**config.mk**
```make
export PLATFORM = sky130hd
export DESIGN_NAME = xbus_ctrl
export DESIGN_NICKNAME = d
export VERILOG_FILES = /design/src/rtl/xbus_ctrl.sv
export SDC_FILE = /design/constraint.sdc
export NUM_CORES = 1
export LEC_CHECK = 0
export ABC_AREA = 1
export BUFFER_PORTS_ARGS = -buffer_cell sky130_fd_sc_hd__buf_4
export CORE_UTILIZATION = 40
export DETAILED_ROUTE_END_ITERATION = 8
export PLACE_DENSITY = 0.76
export SYNTH_ARGS = -nofsm -noshare
export SYNTH_HDL_FRONTEND = slang
export SYNTH_SLANG_ARGS = --single-unit
```
**constraint.sdc**
```tcl
create_clock -name clk -period 1.15 [get_ports clk]
set_clock_uncertainty 0.05 [all_clocks]
set_input_delay 0.115 -clock clk [delete_from_list [all_inputs] [get_ports clk]]
set_output_delay 0.115 -clock clk [all_outputs]
set_load 0.03 [all_outputs]
```
**src/rtl/xbus_ctrl.sv**
```systemverilog
module xbus_ctrl #(
  parameter int ADDR_W = 16,
  parameter int WAIT_W = 2,
  parameter logic [ADDR_W-1:0] INT_TOP = 16'h10FF,
  localparam int HI_W = ADDR_W - 8,
  localparam int HCW = $clog2(HI_W + 1)
) (
  input  logic              clk,
  input  logic              rst_n,
  input  logic              cfg_en,
  input  logic [WAIT_W-1:0] cfg_wait,
  input  logic [HCW-1:0]    cfg_hi_n,
  input  logic              req,
  input  logic [ADDR_W-1:0] req_addr,
  input  logic              req_we,
  input  logic [7:0]        req_wdata,
  output logic              rdy,
  output logic              rsp_err,
  output logic [7:0]        rdata,
  output logic              int_req,
  output logic              int_we,
  input  logic [7:0]        int_rdata,
  input  logic [7:0]        ad_in,
  output logic [7:0]        pin_lo_out,
  output logic              pin_lo_oe,
  output logic [HI_W-1:0]   pin_hi_out,
  output logic [HI_W-1:0]   pin_hi_oe,
  output logic [2:0]        pin_ctl_out,
  output logic [2:0]        pin_ctl_oe,
  input  logic [7:0]        port_lo_out,
  input  logic              port_lo_oe,
  input  logic [HI_W-1:0]   port_hi_out,
  input  logic [HI_W-1:0]   port_hi_oe,
  input  logic [2:0]        port_ctl_out,
  input  logic [2:0]        port_ctl_oe
);

  typedef enum logic [2:0] {S_IDLE, S_INT, S_ADDR, S_ALAT, S_STRB, S_POST} st_t;

  st_t               st;
  logic [ADDR_W-1:0] a_q;
  logic              we_q, umap_q;
  logic [7:0]        wd_q, rd_q;
  logic [WAIT_W-1:0] cnt;

  logic idle_hit, is_int;
  assign idle_hit = req && (st == S_IDLE);
  assign is_int   = (req_addr <= INT_TOP);
  assign int_req  = idle_hit && is_int;
  assign int_we   = int_req && req_we;

  always_ff @(posedge clk or negedge rst_n) begin
    if (!rst_n) begin
      st <= S_IDLE;
      a_q <= '0;
      we_q <= 1'b0;
      umap_q <= 1'b0;
      wd_q <= '0;
      rd_q <= '0;
      cnt <= '0;
    end else begin
      case (st)
        S_IDLE: if (req) begin
          a_q <= req_addr;
          we_q <= req_we;
          wd_q <= req_wdata;
          cnt <= cfg_wait;
          umap_q <= !is_int && !cfg_en;
          st <= (is_int || !cfg_en) ? S_INT : S_ADDR;
        end
        S_INT:  st <= S_IDLE;
        S_ADDR: st <= S_ALAT;
        S_ALAT: st <= S_STRB;
        S_STRB: if (cnt == '0) begin
          if (!we_q) rd_q <= ad_in;
          st <= S_POST;
        end else begin
          cnt <= cnt - 1'b1;
        end
        S_POST: st <= S_IDLE;
        default: st <= S_IDLE;
      endcase
    end
  end

  logic       ale_i, rd_n_i, wr_n_i, bus_oe;
  logic [7:0] bus_out;
  logic       data_ph;

  assign data_ph = (st == S_STRB) || (st == S_POST);
  assign ale_i   = (st == S_ADDR) || (st == S_INT);
  assign rd_n_i  = !((st == S_STRB) && !we_q);
  assign wr_n_i  = !((st == S_STRB) && we_q);
  assign bus_oe  = (st == S_ADDR) || (st == S_ALAT) || (st == S_INT) || (we_q && data_ph);
  assign bus_out = (we_q && data_ph) ? wd_q : a_q[7:0];

  assign rdy     = (st == S_INT) || (st == S_POST);
  assign rsp_err = (st == S_INT) && umap_q;
  assign rdata   = (st == S_INT) ? (umap_q ? 8'h00 : int_rdata) : rd_q;

  assign pin_lo_out  = cfg_en ? bus_out : port_lo_out;
  assign pin_lo_oe   = cfg_en ? bus_oe : port_lo_oe;
  assign pin_ctl_out = cfg_en ? {wr_n_i, rd_n_i, ale_i} : port_ctl_out;
  assign pin_ctl_oe  = cfg_en ? 3'b111 : port_ctl_oe;

  for (genvar i = 0; i < HI_W; i++) begin : g_hi
    logic own;
    assign own = cfg_en && (i < int'(cfg_hi_n));
    assign pin_hi_out[i] = own ? a_q[8+i] : port_hi_out[i];
    assign pin_hi_oe[i]  = own ? 1'b1 : port_hi_oe[i];
  end

  p_strobe_excl_r9: assert property (@(posedge clk) disable iff (!rst_n)
    rd_n_i || wr_n_i);
  p_ale_low_strobe_r5: assert property (@(posedge clk) disable iff (!rst_n)
    (!rd_n_i || !wr_n_i) |-> !ale_i);
  p_read_release_r3: assert property (@(posedge clk) disable iff (!rst_n)
    !rd_n_i |-> !bus_oe);
  p_addr_hold_r2: assert property (@(posedge clk) disable iff (!rst_n)
    (st == S_ADDR) |=> !ale_i && bus_oe && $stable(bus_out));
  p_wr_hold_r4: assert property (@(posedge clk) disable iff (!rst_n)
    $rose(wr_n_i) |-> bus_oe && $stable(bus_out) && rdy);
  p_int_one_cycle_r6: assert property (@(posedge clk) disable iff (!rst_n)
    int_req |=> rdy && !rsp_err && rd_n_i && wr_n_i);
  p_unmapped_r7: assert property (@(posedge clk) disable iff (!rst_n)
    (idle_hit && !cfg_en && !is_int) |=> rdy && rsp_err && rd_n_i && wr_n_i);
  p_override_r8: assert property (@(posedge clk) disable iff (!rst_n)
    cfg_en |-> (pin_ctl_oe == 3'b111));

endmodule

```
==> summary.txt, run 1 <==
Clock tree
  – Clock buffer depth: 2
  – CTS Sinks: 39
  – Root Buffer: clkbuf_8
  – Worst skew pair latency: 0.30 ns
  – Clock transition at path regs: 0.07 ns
  – CTS tree: done
  – Htree depth: 2
  – Num CTS Buffers: 5

GRT
  – Total grt overflow: 0
  – Initial antenna violation count: 0
  – GRT Util Overall: between 30% and 40%
  – Vias in the first global route: approximately 3000
  – Largest net degree at the start of global routing: 40
  – Global-route wire length before repair: 14200 um

Pwr
  – PwrDens: 2250 mW/mm2
  – Sequential power share: ~25%
  – LEAKAGE: 0.00236 uW
  – Cell Int Power: 5590 uW
  – VDD IR max: about 2000 uV
  – Net switching power figure: 5080 uW
  – Clk pwr share: 8.7%
  – Pwr Total: ~11000 uW
  – Comb power frac: 66.7%
  – Switching share of power: 47.6%

Final layout
  – Nets: 595
  – Share of cells above drive strength 1: 59.5%
  – Fin cells: slightly below 600
  – Storage cell area: 980 um2
  – Layout area overhead: 112%
  – N_diodes: 0
  – # fillers: 220
  – Area occupied by multi-input gates: 0.00171 mm2

Placed design
  – PortBufs: 124
  – Worst slack, placed: -0.264 ns
  – Final Wtd Congestion: about 0.86
  – HPWL after DPL: 5390 um
  – Placed Instances: 526

STA
  – Max-slew headroom: between 60% and 70%
  – RSZ-0062 raised after global routing: true
  – FMAX: 583 MHz
  – Finish-stage setup viols: 70
  – Slew @ Worst Pin: 0.508 ns
  – Min cycle time layout: 1.71 ns
  – Final period util: 149%
  – Final Worst Setup Slack: -0.565 ns
  – Fin. max-slew vios: 0
  – Hold_ws: 0.0108 ns
  – Final hold violation count: 0

Detailed routing
  – Vias: 3174
  – Initial drt markers: ~230
  – Drt wl/cell: between 15 and 20 um
  – Routed vias/inst: 5.44
  – 1st-pass router iterations: 5
  – Total Wirelength: 10800 um
  – Final ANT Viol Nets: 0
  – # DRC: 0

Critical path
  – Crit path max fanout: 5
  – Worst Setup Start Kind: register
  – CP endpoint kind: output pin
  – Critical Path AT: 1.55 ns
  – Classification of the worst setup path: register to output pin
  – Critical Path RT: 0.99 ns

Die
  – Initial Util: between 40% and 50%
  – Number of core rows: 26
  – Total Die Area: 0.00588 mm2
  – Total core area: 0.00524 mm2
  – # IOs: 125
  – Die X: 76.7 um
  – Die Y: 76.7 um

Status
  – Outcome: complete, but fails checks
  – Failing checks: setup timing

Yosys
  – Synth top area cells: dfrtp_1, nand2_1, o21ai_0
  – Syn_nets: 400
  – Yosys warns: 0
  – Post-synth top area share: a little over two fifths
  – Yosys reg bits: 39
  – Mapped Area: approximately 0.0022 mm2
  – Cell taking the most area after synthesis: dfrtp_1
  – Gate count after technology mapping: 317
  – Post-synthesis sequential area ratio: 43.7%
  – Avg Cell Area, Syn: 7.04 um2
  – Post-synthesis cell type count: 29

Hold path
  – Class of the worst hold path: input pin to register

Flow run
  – Number of max-cap violations: 0
[registers in the layout (all words and copies together) (netlist names)]
signal,flops
st,3
a_q,16
umap_q,1
rd_q,8
wd_q,8
we_q,1
cnt,2
[worst max-delay path, cell delays in order (launching register included)]
cell and delay [ns]:
dfrtp_2 0.48, inv_4 0.12, nand3_4 0.12, a21oi_1 0.26, a21oi_2 0.12, buf_6 0.15
[kinds of logic (layout without fill, tap and decap cells)]
group | after synthesis | in the layout | share of synthesized area (%)
AO/OA/AOI/OAI | 53 | 53 | 12.2
adder cells (fa/ha/maj) | 1 | 1 | 0.560
buffers and inverters | 40 | 231 | 8.41
flip-flops | 39 | 39 | 43.7
multiplexers | 1 | 1 | 0.504
AND/OR/NAND/NOR | 183 | 188 | 34.6
[synth_stat cells]
cell,number
inv_1,22
clkinv_1,3
nand2_4,1
buf_6,2
nor2_2,1
nor3_1,1
buf_4,1
buf_8,1
nor2_1,22
clkbuf_1,2
o21ai_0,21
nand3_4,1
mux2_2,1
inv_2,3
nand3_2,1
a31oi_1,2
a41oi_1,1
nand2_2,2
buf_2,6
ha_1,1
or2_2,6
o22ai_1,1
dfrtp_1,39
nand2_1,131
nand4_1,8
nand3_1,7
or2_1,2
a21oi_1,18
o21ai_1,10
[stage by stage]
| stage | utilization, % | area (um2) | setup TNS (ns) |
|---|---|---|---|
| 3_5_place_dp | 69.4 | 3630 | -11.57 |
| 6_report | 90.4 | 4740 | -21.38 |
| 5_1_grt | 90.4 | 4740 | -24.91 |
| 2_1_floorplan | - | 2510 | -6.35 |
| 4_1_cts | 83.5 | 4370 | -22.45 |
| 3_3_place_gp | 69.4 | 3630 | -9.06 |
[metal layers]
metal / share of wire, % / track usage (%) / vias up
met5: 0 / 0 / -
met4: 4.0 / 10.0 / 0
met3: 6.4 / 5.60 / 45
met2: 53 / 55.1 / 188
met1: 36 / 36.9 / 1529
li1: - / - / 1412
[power groups by stage]
stage	sequential [uW]	clock, uW	combinational, uW
after detailed placement	2450	0	4840
after floorplan	2310	0	3350
after CTS	2500	907	5870
after global routing	2680	978	7490
final	2630	923	7110
after global placement	2440	0	4710
[worst paths after layout]
| kind | start | to | slack [ns] | depth (start not counted) |
|---|---|---|---|---|
| worst max-delay path | st[1] | pin_lo_out[6] | -0.56 | 5 |
| worst max register to register | st[1] | cnt[0] | -0.41 | 9 |
| worst min register to register | a_q[9] | a_q[9] | 0.45 | 2 |
| max in group asynchronous | rst_n | we_q | 0.39 | 2 |
| min in group asynchronous | rst_n | a_q[13] | 0.27 | 2 |
| worst min-delay path | ad_in[6] | rd_q[6] | 0.01 | 3 |
[cell type report]
cell class,instances,share of cell area [%]
inverters,28,2.62
clock buffers,7,1.61
clock inverters,1,0.106
repair buffers,195,37.0
well taps,70,1.85
multi-input cells,243,36.1
flip-flops and latches,39,20.7
[placed cells by master, fill, tap and decap left out, drive strengths merged]
cell type	Yosys	final
a21oi	18	18
a31oi	2	2
a41oi	1	1
buf	10	170
clkbuf	2	7
clkinv	3	4
clkinvlp	0	1
dfrtp	39	39
dlygate4sd3	0	25
ha	1	1
inv	25	24
mux2	1	1
nand2	134	137
nand3	9	11
nand4	8	8
nor2	23	23
nor3	1	1
o21ai	31	31
o22ai	1	1
or2	8	8
[repair_timing]
| item | in CTS | in global routing |
|---|---|---|
| cloned | 5 | 3 |
| pin swaps | 10 | 22 |
| endpoints found under the setup margin | 70 | 73 |
| resized for setup | 78 | 88 |
| setup buffers | 14 | 12 |
| hold buffers | 25 | 0 |
| endpoints found under the hold margin | 63 | 0 |
(Power assumes the default switching activity.)
==> run 2, diff against run 1 <==
Settings changed: ABC_AREA 1 to default, REMOVE_ABC_BUFFERS from default to 1.
==> summary.txt, run 2 <==
Yosys
  – Dominant synthesized flop cell: dfrtp_1
  – Number of synthesized flops with an enable pin: 0
  – Post-synthesis cell type count: 37
  – Yosys reg bits: 39
  – Cell taking the most area after synthesis: dfrtp_1
  – Post-synthesis sequential area ratio: 43.6%
  – Synth cell count leaders: nand2_1, dfrtp_1, nor2_1
  – Top-count cell post-synth: nand2_1
  – Avg Cell Area, Syn: approximately 8.5 um2
  – Mapped Area: 0.00224 mm2
  – Post-synth top area share: 43.6%
  – Gate count after technology mapping: around 260
  – Async S/R FF share, synth: 100%
  – Synth top area cells: dfrtp_1, nand2_1, mux2_1
  – Yosys warns: 0

Die
  – Die X: 76.8 um
  – Total core area: between 0.005 and 0.006 mm2
  – Total Die Area: about 0.006 mm2
  – Die Y: 76.8 um
  – Number of core rows: 26
  – Initial Util: 42.7%
  – # IOs: ~130

STA
  – Min cycle time layout: approximately 1.9 ns
  – Slew @ Worst Pin: 0.525 ns
  – RSZ-0062 raised after global routing: true
  – Max-slew headroom: between 60% and 70%
  – Final period util: 169%
  – Final hold violation count: 1
  – Final Worst Setup Slack: -0.792 ns
  – Hold_ws: -0.00218 ns
  – Finish-stage setup viols: 71
  – FMAX: 515 MHz
  – Fin. max-slew vios: 0

Placed design
  – PortBufs: 124
  – HPWL after DPL: 4830 um
  – Placed Instances: 478
  – Final Wtd Congestion: between 0.7 and 0.8

Clock tree
  – Htree depth: 2
  – Root Buffer: clkbuf_8
  – CTS tree: done
  – Num CTS Buffers: 5
  – Clock buffer depth: 2
  – Worst skew pair latency: 0.29 ns
  – CTS Sinks: 39
  – Clock transition at path regs: roughly 0.080 ns

Detailed routing
  – Final ANT Viol Nets: 0
  – Routed vias/inst: about 5.1
  – Initial drt markers: 91
  – 1st-pass router iterations: 4
  – Drt wl/cell: about 17 um
  – Vias: between 2000 and 3000
  – Total Wirelength: slightly below 9000 um
  – # DRC: 0

Final layout
  – Most flop-heavy register: a_q
  – N_diodes: 0
  – Max reg flops: 16
  – Commonest non-fill, non-tap cell in the layout: buf_4
  – Layout area overhead: 104%
  – Share of cells above drive strength 1: 54.1%
  – # fillers: between 200 and 300
  – Nets: 548
  – Biggest regs: a_q x16, rd_q x8, wd_q x8
  – Most frequent cells in the layout: buf_4, nand2_1, buf_6, dfrtp_1, dlygate4sd3_1
  – Final core occ: between 80% and 90%
  – Fin cells: 536

GRT
  – Total grt overflow: 0
  – GRT Util Overall: 25.4%
  – Vias in the first global route: roughly 2700
  – Global-route wire length before repair: between 10000 and 15000 um
  – Initial antenna violation count: 0
  – Largest net degree at the start of global routing: 40

Pwr
  – LEAKAGE: 0.00232 uW
  – PwrDens: 2300 mW/mm2
  – VDD IR max: 1470 uV

Critical path
  – CP Buf/Inv Count: 3
  – Slowest stage delay, CP: 0.44 ns
  – Cell family with most CP delay: buffers and inverters
  – Critical Path RT: between 0.9 and 1 ns
  – Cells along the critical path: buf_4 -> nand3b_1 -> buf_12 -> o21ai_1 -> mux2_2 -> buf_4
  – Critical Path AT: 1.78 ns
  – CP endpoint kind: output pin
  – Worst path slowest cell: dfrtp_1
  – Crit path max fanout: 10
  – Worst Setup Start Kind: register
  – Classification of the worst setup path: register to output pin
  – Most frequent CP cell: buf_4

Flow run
  – Number of max-cap violations: 0

Status
  – Failing checks: hold timing, setup timing
  – Outcome: complete, but fails checks

Hold path
  – Class of the worst hold path: input pin to register
[run 2: cell count changes after synthesis, sizes merged, moves of 8 or more]
cell    delta
nand2b     +9
mux2i      +9
mux2      +17
a21oi      -9
nand4      -8
o21ai     -17
nand3      -8
inv       -21
nand2     -39
[run 2: timing repair]
action | 4_1_cts | 5_1_grt
setup endpoints to repair | 72 | 74
hold endpoints to repair | 67 | 2
cloned | 2 | 2
gates resized for setup | 63 | 72
buffers inserted | 5 | 11
pin swaps | 10 | 32
hold buffers | 29 | 2
[run 2: logic make-up after synthesis]
| logic type | after synthesis | share of synthesized area (%) |
|---|---|---|
| AOI/OAI and AO/OA | 37 | 10.1 |
| xor gates and xnor gates | 1 | 0.392 |
| adders and majority gates | 1 | 0.560 |
| buffers and inverters | 19 | 3.97 |
| DFF | 39 | 43.6 |
| muxes | 27 | 13.1 |
| and+or+nand+nor | 140 | 28.2 |
[run 2: metal layers]
metal	share of wire [%]	track usage, %	up-vias
met5	0	0	-
met4	2.3	4.81	0
met1	37	28.5	1310
li1	-	-	1281
met2	55	49.2	126
met3	5.3	5.00	18
[run 2: worst register-to-register path, delay by kind of cell, from the launching register on]
family	cells	cell delay [ns]
buf+inv	4	0.52
flops	1	0.44
simple gates	3	0.70
[run 2: path summary, 6_finish.rpt]
path                           from   endpoint  slack, ns  cells past startpoint
hold / removal             ad_in[5]    rd_q[5]     -0.002                      2
min in group asynchronous     rst_n     cnt[1]       0.27                      2
hold reg to reg              a_q[1]     a_q[1]       0.43                      2
setup reg to reg              st[2]     a_q[3]      -0.67                      7
max in group asynchronous     rst_n    wd_q[3]       0.39                      2
setup / recovery              st[2]  pin_lo_oe      -0.79                      6
[run 2: area by class of cell]
class | count | area (um2) | area share, %
multi-input combinational | 206 | 1470 | 32.2
clock buffer | 8 | 100 | 2.19
tap | 70 | 87.6 | 1.92
sequential | 39 | 976 | 21.4
timing repair buffer | 209 | 1920 | 42.0
inverter | 4 | 15.0 | 0.329
[run 2: through the flow]
| stage | worst slack, ns | total power, uW | TNS, ns | hold WS, ns | instance area (um2) |
|---|---|---|---|---|---|
| global route | -0.838 | 11100 | -41.71 | 0.00975 | 4570 |
| global placement | -0.426 | 7080 | -23.54 | 0.0693 | 3490 |
| finish | -0.792 | 10500 | -38.50 | -0.00218 | 4570 |
| floorplan | -0.911 | 5140 | -34.62 | -0.231 | 2160 |
| CTS | -0.727 | 9100 | -32.21 | 0.00108 | 4190 |
| detailed placement | -0.492 | 7260 | -25.71 | 0.0676 | 3490 |
[run 2: where the power goes]
part	switching, uW	internal [uW]	leakage [uW]	total (uW)
Combinational	3500	3410	0.00180	6920
Sequential	510	2050	0.000475	2560
Clock	483	548	0.0000515	1030
Total	4500	6010	0.00232	10500
